$ cat config.mk
export PLATFORM = sky130hd
export DESIGN_NAME = led_flash_ctrl
export DESIGN_NICKNAME = d
export VERILOG_FILES = /design/src/rtl/led_flash_pkg.sv /design/src/rtl/led_phase_gen.sv /design/src/rtl/led1_path.sv /design/src/rtl/led2_pin_path.sv /design/src/rtl/led_flash_ctrl.sv
export SDC_FILE = /design/constraint.sdc
export NUM_CORES = 1
export LEC_CHECK = 0
export BUFFER_PORTS_ARGS = -buffer_cell sky130_fd_sc_hd__buf_2
export CAP_MARGIN = 20
export CELL_PAD_IN_SITES_DETAIL_PLACEMENT = 0
export CELL_PAD_IN_SITES_GLOBAL_PLACEMENT = 1
export CORE_AREA = 2 2 39 41
export DETAILED_ROUTE_END_ITERATION = 6
export DIE_AREA = 0 0 41 43
export GPL_ROUTABILITY_DRIVEN = 1
export PLACE_DENSITY_LB_ADDON = 0.05
export SLEW_MARGIN = 30
export SYNTH_ARGS = -nofsm -noshare
export SYNTH_HDL_FRONTEND = slang
export SYNTH_SLANG_ARGS = --single-unit
$ cat constraint.sdc
create_clock -name clk -period 1.6 [get_ports clk]
set_input_delay 0 -clock clk [delete_from_list [all_inputs] [get_ports clk]]
set_output_delay 0 -clock clk [all_outputs]
set_load 0.02 [all_outputs]
$ cat src/rtl/led_flash_pkg.sv
package led_flash_pkg;

  typedef struct packed {
    logic flash_en;   // blink instead of steady
    logic alt_flash;  // antiphase blinking of the second indicator
    logic led1_sect;  // first indicator gated by playback
    logic led2_sect;  // second indicator gated by playback
    logic pin_led2;   // second pin is an indicator (else stop line)
    logic vol_off;    // volume does not light the first indicator
  } led_mode_t;

  // Level of an indicator before the volume override is applied.
  function automatic logic gated_level(input logic base,
                                       input logic gate_en,
                                       input logic active);
    return (gate_en && !active) ? 1'b0 : base;
  endfunction

endpackage

$ cat src/rtl/led_phase_gen.sv
module led_phase_gen (
  input  logic clk,
  input  logic rst_n,
  input  logic tick_i,
  output logic phase_nx_o,
  output logic phase_q_o
);

  logic phase_q;

  assign phase_nx_o = phase_q ^ tick_i;
  assign phase_q_o  = phase_q;

  always_ff @(posedge clk or negedge rst_n) begin
    if (!rst_n) phase_q <= 1'b0;
    else        phase_q <= phase_nx_o;
  end

  // a tick flips the phase
  a_r2_tick_flips: assert property (@(posedge clk) disable iff (!rst_n)
    tick_i |=> (phase_q != $past(phase_q)));

  // no tick, no change
  a_r2_idle_holds: assert property (@(posedge clk) disable iff (!rst_n)
    !tick_i |=> $stable(phase_q));

endmodule

$ cat src/rtl/led1_path.sv
module led1_path
  import led_flash_pkg::*;
#(
  parameter int VOL_W = 4
) (
  input  logic             clk,
  input  logic             rst_n,
  input  led_mode_t        mode_i,
  input  logic             phase_nx_i,
  input  logic             sect_i,
  input  logic [VOL_W-1:0] vol_i,
  output logic             led_o
);

  logic vol_force;
  logic base;
  logic led_d;

  assign vol_force = !mode_i.vol_off && (vol_i != '0);
  assign base      = mode_i.flash_en ? phase_nx_i : 1'b1;
  assign led_d     = vol_force ? 1'b1
                               : gated_level(base, mode_i.led1_sect, sect_i);

  always_ff @(posedge clk or negedge rst_n) begin
    if (!rst_n) led_o <= 1'b0;
    else        led_o <= led_d;
  end

  // nonzero volume with follow enabled lights the indicator
  a_r9_volume_lights: assert property (@(posedge clk) disable iff (!rst_n)
    (!mode_i.vol_off && (vol_i != '0)) |=> led_o);

  // gated and idle, with no volume override, stays dark
  a_r6_led1_gated: assert property (@(posedge clk) disable iff (!rst_n)
    (mode_i.led1_sect && !sect_i && (mode_i.vol_off || vol_i == '0))
      |=> !led_o);

  // steady and not blanked means lit
  a_r3_led1_steady: assert property (@(posedge clk) disable iff (!rst_n)
    (!mode_i.flash_en && !(mode_i.led1_sect && !sect_i)) |=> led_o);

endmodule

$ cat src/rtl/led2_pin_path.sv
module led2_pin_path
  import led_flash_pkg::*;
(
  input  logic      clk,
  input  logic      rst_n,
  input  led_mode_t mode_i,
  input  logic      phase_nx_i,
  input  logic      sect_i,
  input  logic      stop_i,
  output logic      pin_o
);

  logic blink_lvl;
  logic base;
  logic pin_d;

  assign blink_lvl = mode_i.alt_flash ? ~phase_nx_i : phase_nx_i;
  assign base      = mode_i.flash_en ? blink_lvl : 1'b1;
  assign pin_d     = mode_i.pin_led2 ? gated_level(base, mode_i.led2_sect, sect_i)
                                     : ~stop_i;

  always_ff @(posedge clk or negedge rst_n) begin
    if (!rst_n) pin_o <= 1'b0;
    else        pin_o <= pin_d;
  end

  // stop line shows the inverted stop bit
  a_r8_stop_line: assert property (@(posedge clk) disable iff (!rst_n)
    !mode_i.pin_led2 |=> (pin_o == !$past(stop_i)));

  // second indicator dark while gated and idle
  a_r7_led2_gated: assert property (@(posedge clk) disable iff (!rst_n)
    (mode_i.pin_led2 && mode_i.led2_sect && !sect_i) |=> !pin_o);

  // steady second indicator, not blanked, is lit
  a_r3_led2_steady: assert property (@(posedge clk) disable iff (!rst_n)
    (mode_i.pin_led2 && !mode_i.flash_en && !(mode_i.led2_sect && !sect_i))
      |=> pin_o);

endmodule

$ cat src/rtl/led_flash_ctrl.sv
module led_flash_ctrl
  import led_flash_pkg::*;
#(
  parameter int VOL_W = 4
) (
  input  logic             clk,
  input  logic             rst_n,
  input  logic             flash_tick,
  input  logic             sect_active,
  input  logic             stop_c_bit,
  input  logic [VOL_W-1:0] vol_level,
  input  logic             cfg_flash,
  input  logic             cfg_alt,
  input  logic             cfg_led1_sect,
  input  logic             cfg_led2_sect,
  input  logic             cfg_pin_led2,
  input  logic             cfg_vol_off,
  output logic             led1_o,
  output logic             led2_stopc_o
);

  led_mode_t mode;
  logic      phase_nx;
  logic      phase_q;

  always_comb begin
    mode.flash_en  = cfg_flash;
    mode.alt_flash = cfg_alt;
    mode.led1_sect = cfg_led1_sect;
    mode.led2_sect = cfg_led2_sect;
    mode.pin_led2  = cfg_pin_led2;
    mode.vol_off   = cfg_vol_off;
  end

  led_phase_gen u_phase (
    .clk        (clk),
    .rst_n      (rst_n),
    .tick_i     (flash_tick),
    .phase_nx_o (phase_nx),
    .phase_q_o  (phase_q)
  );

  led1_path #(.VOL_W(VOL_W)) u_led1 (
    .clk        (clk),
    .rst_n      (rst_n),
    .mode_i     (mode),
    .phase_nx_i (phase_nx),
    .sect_i     (sect_active),
    .vol_i      (vol_level),
    .led_o      (led1_o)
  );

  led2_pin_path u_led2 (
    .clk        (clk),
    .rst_n      (rst_n),
    .mode_i     (mode),
    .phase_nx_i (phase_nx),
    .sect_i     (sect_active),
    .stop_i     (stop_c_bit),
    .pin_o      (led2_stopc_o)
  );

  logic plain_blink;
  assign plain_blink = cfg_flash && cfg_pin_led2 && !cfg_led1_sect &&
                       !cfg_led2_sect && (cfg_vol_off || vol_level == '0);

  // alternate blinking puts the indicators in antiphase
  a_r5_alternate: assert property (@(posedge clk) disable iff (!rst_n)
    (plain_blink && cfg_alt) |=> (led1_o != led2_stopc_o));

  // synchronous blinking keeps them equal
  a_r5_synchronous: assert property (@(posedge clk) disable iff (!rst_n)
    (plain_blink && !cfg_alt) |=> (led1_o == led2_stopc_o));

  // ungated blinking first indicator follows the new phase
  a_r4_led1_phase: assert property (@(posedge clk) disable iff (!rst_n)
    (cfg_flash && !cfg_led1_sect && (cfg_vol_off || vol_level == '0))
      |=> (led1_o == phase_q));

endmodule

==> out/results.tsv, run 1 <==
metric	value	unit
status	finished, final reports clean	
first_pass_iters	1	
die_x	41	µm
ys_ff_latch	3	
reg2reg_depth	3	
areaGrowthSynthToFinish	99.2	%
overflow	0	
synth_area_per_cell	11.3	µm²
dp_slack	489	ps
power_frac_clock	38.3	%
tns	0	ps
seq_area	75.1	µm²
post_synth_num_cell_types	11	
nFillCells	158	
final_net_count	53	
vias_per_cell	3.53	
root_buffer	clkbuf_4	
clk_pin_slew	40	ps
combPwrFrac	30.4	%
drt_first_iter_violations	0	
grt_max_degree	5	
cts_max_path_buffers	2	
min_path_type	input pin to flip-flop	
cts_tree	built	
hold_viol	0	
io_pins	17	
path_depth	3	
fp.dieH	43	µm
post_cts_buffers	0	
design_area	314	µm²
crit_path_end_kind	flip-flop	
cp_max_fo	3	
layout_common_cells	buf_2, clkbuf_4, dlygate4sd3_1, dfrtp_1, inv_1	
finalSetupViolCount	0	
period_needed	1090	ps
numCtsBuffers	3	
post_drt_wl_per_cell	8.36	µm
yosys_warnings	0	
crit_family	flip-flops	
clock_latency	230	ps
drv_cap	0	
cp.required	1720	ps
remaining_drc_errors	0	
syn_area	158	µm²
clock.fmax	918	MHz
criticalPathCategory	flip-flop to flip-flop	
p_int	249	µW
powerDensity	1100	mW/mm²
slew_headroom	82.7	%
final_common_cell	buf_2	
p_switching	97.5	µW
ys_seq_area_share	47.6	%
peakVddDrop	185	µV
cts_resized	0	
num_antenna_cells	0	
num_rows	14	
crit_chain	xnor2_2 > mux2i_1 > a311oi_1	
grt_usage	6.31	%
routed_wl	443	µm
htree_levels	1	
crit_buf_inv	0	
netlist_instances	14	
drive_gt1_share	54.1	%
multi_input_area	75.1	µm²
die_area	0.00176	mm²
drv_slew	0	
crit_path_start_kind	flip-flop	
port_buffers	16	
place.gp.congestion	0.553	
setup_ws	511	ps
cpMaxStageDelayCell	dfrtp_1	
start_util	11.4	%
hold_path_depth	3	
critical_path_arrival	1210	ps
post-route-period-util	68.1	%
ant_nets	0	
swShare	28.1	%
power_frac_seq	31.3	%
skew	1.19	ps
p_total	347	µW
synth_nets	29	
critPathMaxStageDelay	380	ps
tightest_slew	257	ps
via_count	187	
cts.sinks	3	
place_area	258	µm²
p_leak	0.000160	µW
core	0.00138	mm²
rsz0062_at_grt	no	
first_global_vias	213	
grt_pass1_wl	662	µm
antenna_found_initial	0	
path summary, 6_finish.rpt:
path	from	endpoint	slack, ps
setup / recovery	u_phase.phase_q_o	u_led2.pin_o	510
hold / removal	vol_level[2]	u_led1.led_o	20
setup reg to reg	u_phase.phase_q_o	u_led2.pin_o	510
hold reg to reg	u_phase.phase_q_o	u_phase.phase_q_o	540
max in group asynchronous	rst_n	u_led2.pin_o	1400
min in group asynchronous	rst_n	u_phase.phase_q_o	100
cell families (layout without fill, tap and decap cells):
kind of cell,Yosys count,in the layout,synth area share [%]
compound gates,3,3,15.1
simple gates,4,4,15.9
mux,1,1,6.35
xor+xnor,1,1,10.3
flops,3,3,47.6
buf+inv,2,25,4.76
power by group through the flow:
stage               Combinational (µW)  Sequential, µW  Clock (µW)
global route                       118             112         145
finish                             105             109         133
floorplan                         52.8             121           0
CTS                                108             109         141
detailed placement                 101             110           0
global placement                  99.7             110           0
routing by layer:
| metal | up-vias | global-route usage, % | share of wire, % |
|---|---|---|---|
| met1 | 81 | 4.46 | 36 |
| li1 | 96 | - | - |
| met5 | - | 0 | 0 |
| met2 | 10 | 9.38 | 54 |
| met3 | 0 | 0.524 | 10 |
| met4 | 0 | 12.0 | 0 |
Yosys cell counts, drive strengths merged:
master,n,area (µm²)
mux2i,1,10.0
nand3b,1,7.51
xnor2,1,16.3
a22oi,1,7.51
o21bai,1,7.51
nand3,1,5.00
a311oi,1,8.76
nor2b,1,6.26
dfrtp,3,75.1
nor4,1,6.26
inv,2,7.51
area by class of cell:
class / count / share of cell area [%]
sequential: 3 / 23.9
inverter: 2 / 2.39
timing repair buffer: 19 / 35.1
multi-input combinational: 9 / 23.9
tap: 16 / 6.37
clock buffer: 4 / 8.37
worst reg2reg max path, cell delays in order, from the launching register on:
cell and delay (ps):
dfrtp_1 380, xnor2_2 210, mux2i_1 100, a311oi_1 280
flip-flops by register name (all words and copies together) (netlist names):
name / flops
u_led2.pin_o: 1
u_led1.led_o: 1
u_phase.phase_q_o: 1
metrics by stage:
stage,hold slack [ps],utilization [%],instances
after global placement,-202,18.6,46
after global routing,32.8,22.7,53
after CTS,16.6,22.7,53
after floorplan,-296,-,14
final,23.6,22.7,53
after detailed placement,-202,18.6,46
repair_timing:
action	4_1_cts	5_1_grt
hold buffers	3	0
setup endpoints to repair	0	0
hold endpoints to repair	5	0
Note: power is estimated with default switching activity, not from simulation.
==> inputs of run 2 (changes only) <==
--- a/config.mk
+++ b/config.mk
@@ -5,6 +5,7 @@
 export SDC_FILE = /design/constraint.sdc
 export NUM_CORES = 1
 export LEC_CHECK = 0
+export ABC_AREA = 1
 export BUFFER_PORTS_ARGS = -buffer_cell sky130_fd_sc_hd__buf_2
 export CAP_MARGIN = 20
 export CELL_PAD_IN_SITES_DETAIL_PLACEMENT = 0
==> constraint.sdc (replaced) <==
create_clock -name clk -period 1.1 [get_ports clk]
set_input_delay 0 -clock clk [delete_from_list [all_inputs] [get_ports clk]]
set_output_delay 0 -clock clk [all_outputs]
set_load 0.02 [all_outputs]
==> run 2 against run 1 <==
Compared with the run above: design area increased by 3.2%; worst setup slack got worse by 300 ps; via count increased by 20%; routed wire length increased by 7.0%; global-route usage increased by 0.64 points.
==> out/results.tsv, run 2 <==
metric	value	unit	change
synth_top_family_by_area	simple AND/OR/NAND/NOR gates		unchanged
finalSetupViolCount	0		unchanged
criticalPathCategory	flip-flop to flip-flop		unchanged
ys_seq_area_share	40.0	%	was 47.6%
tightest_slew	162	ps	was 257 ps
post_cts_buffers	0		unchanged
io_pins	17		unchanged
powerDensity	1280	mW/mm²	was 1100 mW/mm²
cts_max_path_buffers	2		unchanged
place_hpwl	413	µm	
grt_usage	6.94	%	was 6.31%
crit_family	flip-flops		unchanged
crit_chain	inv_2 > nand2_2 > nand3_2 > nand3_1 > nand2_1 > nand2_1		was xnor2_2 > mux2i_1 > a311oi_1
post_drt_wl_per_cell	7.65	µm	was 8.36 µm
period_needed	887	ps	was 1090 ps
htree_levels	1		unchanged
critPathMaxStageDelay	400	ps	was 380 ps
cts_resized	0		unchanged
syn_area	188	µm²	was 158 µm²
synth_area_per_cell	7.51	µm²	was 11.3 µm²
fp.dieH	43	µm	unchanged
vias_per_cell	3.61		was 3.53
start_util	13.6	%	was 11.4%
place_area	288	µm²	was 258 µm²
netlist_instances	25		was 14
ant_nets	0		unchanged
skew	4.47	ps	was 1.19 ps
synth_ff_type	dfrtp_1		unchanged
overflow	0		unchanged
p_switching	110	µW	was 97.5 µW
synth_fa_ha_area_share	0	%	unchanged
power_frac_clock	46.3	%	was 38.3%
power_frac_seq	31.3	%	about the same
clock_latency	230	ps	about the same
layout_common_cells	buf_2, nand2_1		was buf_2, clkbuf_4, dlygate4sd3_1, dfrtp_1, inv_1
post-route-period-util	80.7	%	was 68.1%
drv_slew	0		unchanged
cts.sinks	3		unchanged
min_path_type	input pin to flip-flop		unchanged
synth_compound_area_share	12.7	%	was 15.1%
status	finished, final reports clean		unchanged
root_buffer	clkbuf_4		unchanged
synth_nets	40		was 29
clk_pin_slew	40	ps	about the same
grt_max_degree	4		was 5
synth-simple-area-share	39.3	%	was 15.9%
die_x	41	µm	unchanged
drt_first_iter_violations	0		unchanged
hold_viol	0		unchanged
crit_path_end_kind	flip-flop		unchanged
synth.most_common_cell	nand2_1		was dfrtp_1
rsz0062_at_grt	no		unchanged
antenna_found_initial	0		unchanged
via_count	224		was 187
fin_hold_ws	19.0	ps	was 23.6 ps
num_rows	14		unchanged
drv_cap	0		unchanged
final_net_count	62		was 53
synth.top_cell.area_share	40.0	%	was 47.6%
synth_top_cells_by_area	dfrtp_1, nand2_1, nand3_1, nand2_2, a21boi_2		was dfrtp_1, xnor2_2, mux2i_1, a311oi_1, a22oi_1
first_global_vias	215		was 213
areaGrowthSynthToFinish	72.7	%	was 99.2%
first_pass_iters	1		unchanged
swShare	26.6	%	was 28.1%
p_int	304	µW	was 249 µW
design_area	324	µm²	was 314 µm²
post_synth_num_cell_types	12		was 11
core	0.00138	mm²	unchanged
nFillCells	169		was 158
peakVddDrop	227	µV	was 185 µV
remaining_drc_errors	0		unchanged
synth_common_cells	nand2_1, dfrtp_1, inv_1, nand3_1		was dfrtp_1, inv_1
cts_tree	built		unchanged
crit_buf_inv	1		was 0
place.gp.congestion	0.567		was 0.553
critical_path_arrival	1000	ps	was 1210 ps
synthMuxAreaShare	0	%	was 6.35%
die_area	0.00176	mm²	unchanged
synth_top_area_cell	dfrtp_1		unchanged
cp_max_fo	3		unchanged
clock.fmax	1130	MHz	was 918 MHz
postCtsHoldBufs	1		was 3
port_buffers	16		unchanged
p_leak	0.000184	µW	was 0.000160 µW
synth-async-reset-ratio	100	%	unchanged
yosys_warnings	0		unchanged
synth_xor_area_share	0	%	was 10.3%
drive_gt1_share	54.3	%	was 54.1%
crit_path_start_kind	flip-flop		unchanged
final_common_cell	buf_2		unchanged
tns	0	ps	unchanged
slew_headroom	89.2	%	was 82.7%
grt_pass1_wl	752	µm	was 662 µm
ys_ff_latch	3		unchanged
synth_edf_count	0		unchanged
cpMaxStageDelayCell	dfrtp_1		unchanged
num_antenna_cells	0		unchanged
routed_wl	474	µm	was 443 µm
cp.required	1220	ps	was 1720 ps
crit_path_frequent_cell	nand2_1		
combPwrFrac	22.4	%	was 30.4%
numCtsBuffers	3		unchanged
[run 2: stage by stage]
stage | worst slack, ps | util [%] | std cells | total power [µW]
floorplan | 280 | - | 25 | 182
global placement | 215 | 20.8 | 57 | 222
detailed placement | 208 | 20.8 | 57 | 224
CTS | 199 | 23.4 | 62 | 428
global route | 127 | 23.4 | 62 | 450
finish | 213 | 23.4 | 62 | 415
[run 2: path summary, 6_finish.rpt]
check	from	to	slack (ps)	cells past startpoint
min in group asynchronous	rst_n	u_led1.led_o	90	2
min	stop_c_bit	u_led2.pin_o	20	3
max reg2reg	u_phase.phase_q_o	u_led2.pin_o	210	6
max in group asynchronous	rst_n	u_led2.pin_o	900	2
min reg2reg	u_phase.phase_q_o	u_phase.phase_q_o	560	2
max	u_phase.phase_q_o	u_led2.pin_o	210	6
[run 2: logic make-up (layout without fill, tap and decap cells)]
logic type / after synthesis / in the layout
simple gates: 15 / 15
flops: 3 / 3
buf+inv: 4 / 25
compound gates: 3 / 3
[run 2: metal layers]
layer / wire [µm] / part of all wire (%) / global-route usage, % / up-vias
met3: 55 / 12 / 2.09 / 0
met4: 0 / 0 / 10.0 / 0
met2: 245 / 52 / 9.06 / 12
met1: 173 / 36 / 6.80 / 92
li1: - / - / - / 120
met5: 0 / 0 / 0 / -
[run 2: power by group through the flow]
stage | logic (µW) | clock network [µW] | registers [µW]
after CTS | 95.5 | 202 | 130
after detailed placement | 92.6 | 0 | 131
after global placement | 90.9 | 0 | 131
after global routing | 106 | 213 | 131
after floorplan | 41.4 | 0 | 140
final | 93.1 | 192 | 130
[run 2: cell type report]
cell class	count	area, µm²	area share (%)
Tap cell	16	20.0	6.18
Multi-Input combinational cell	18	97.6	30.1
Clock buffer	4	26.3	8.11
Sequential cell	3	75.1	23.2
Timing Repair Buffer	17	90.1	27.8
Inverter	4	15.0	4.63
[run 2: worst min-delay path: cells and delay by family]
kind | cells | cell delay (ps)
and+or+nand+nor | 2 | 130
buffers and inverters | 1 | 70
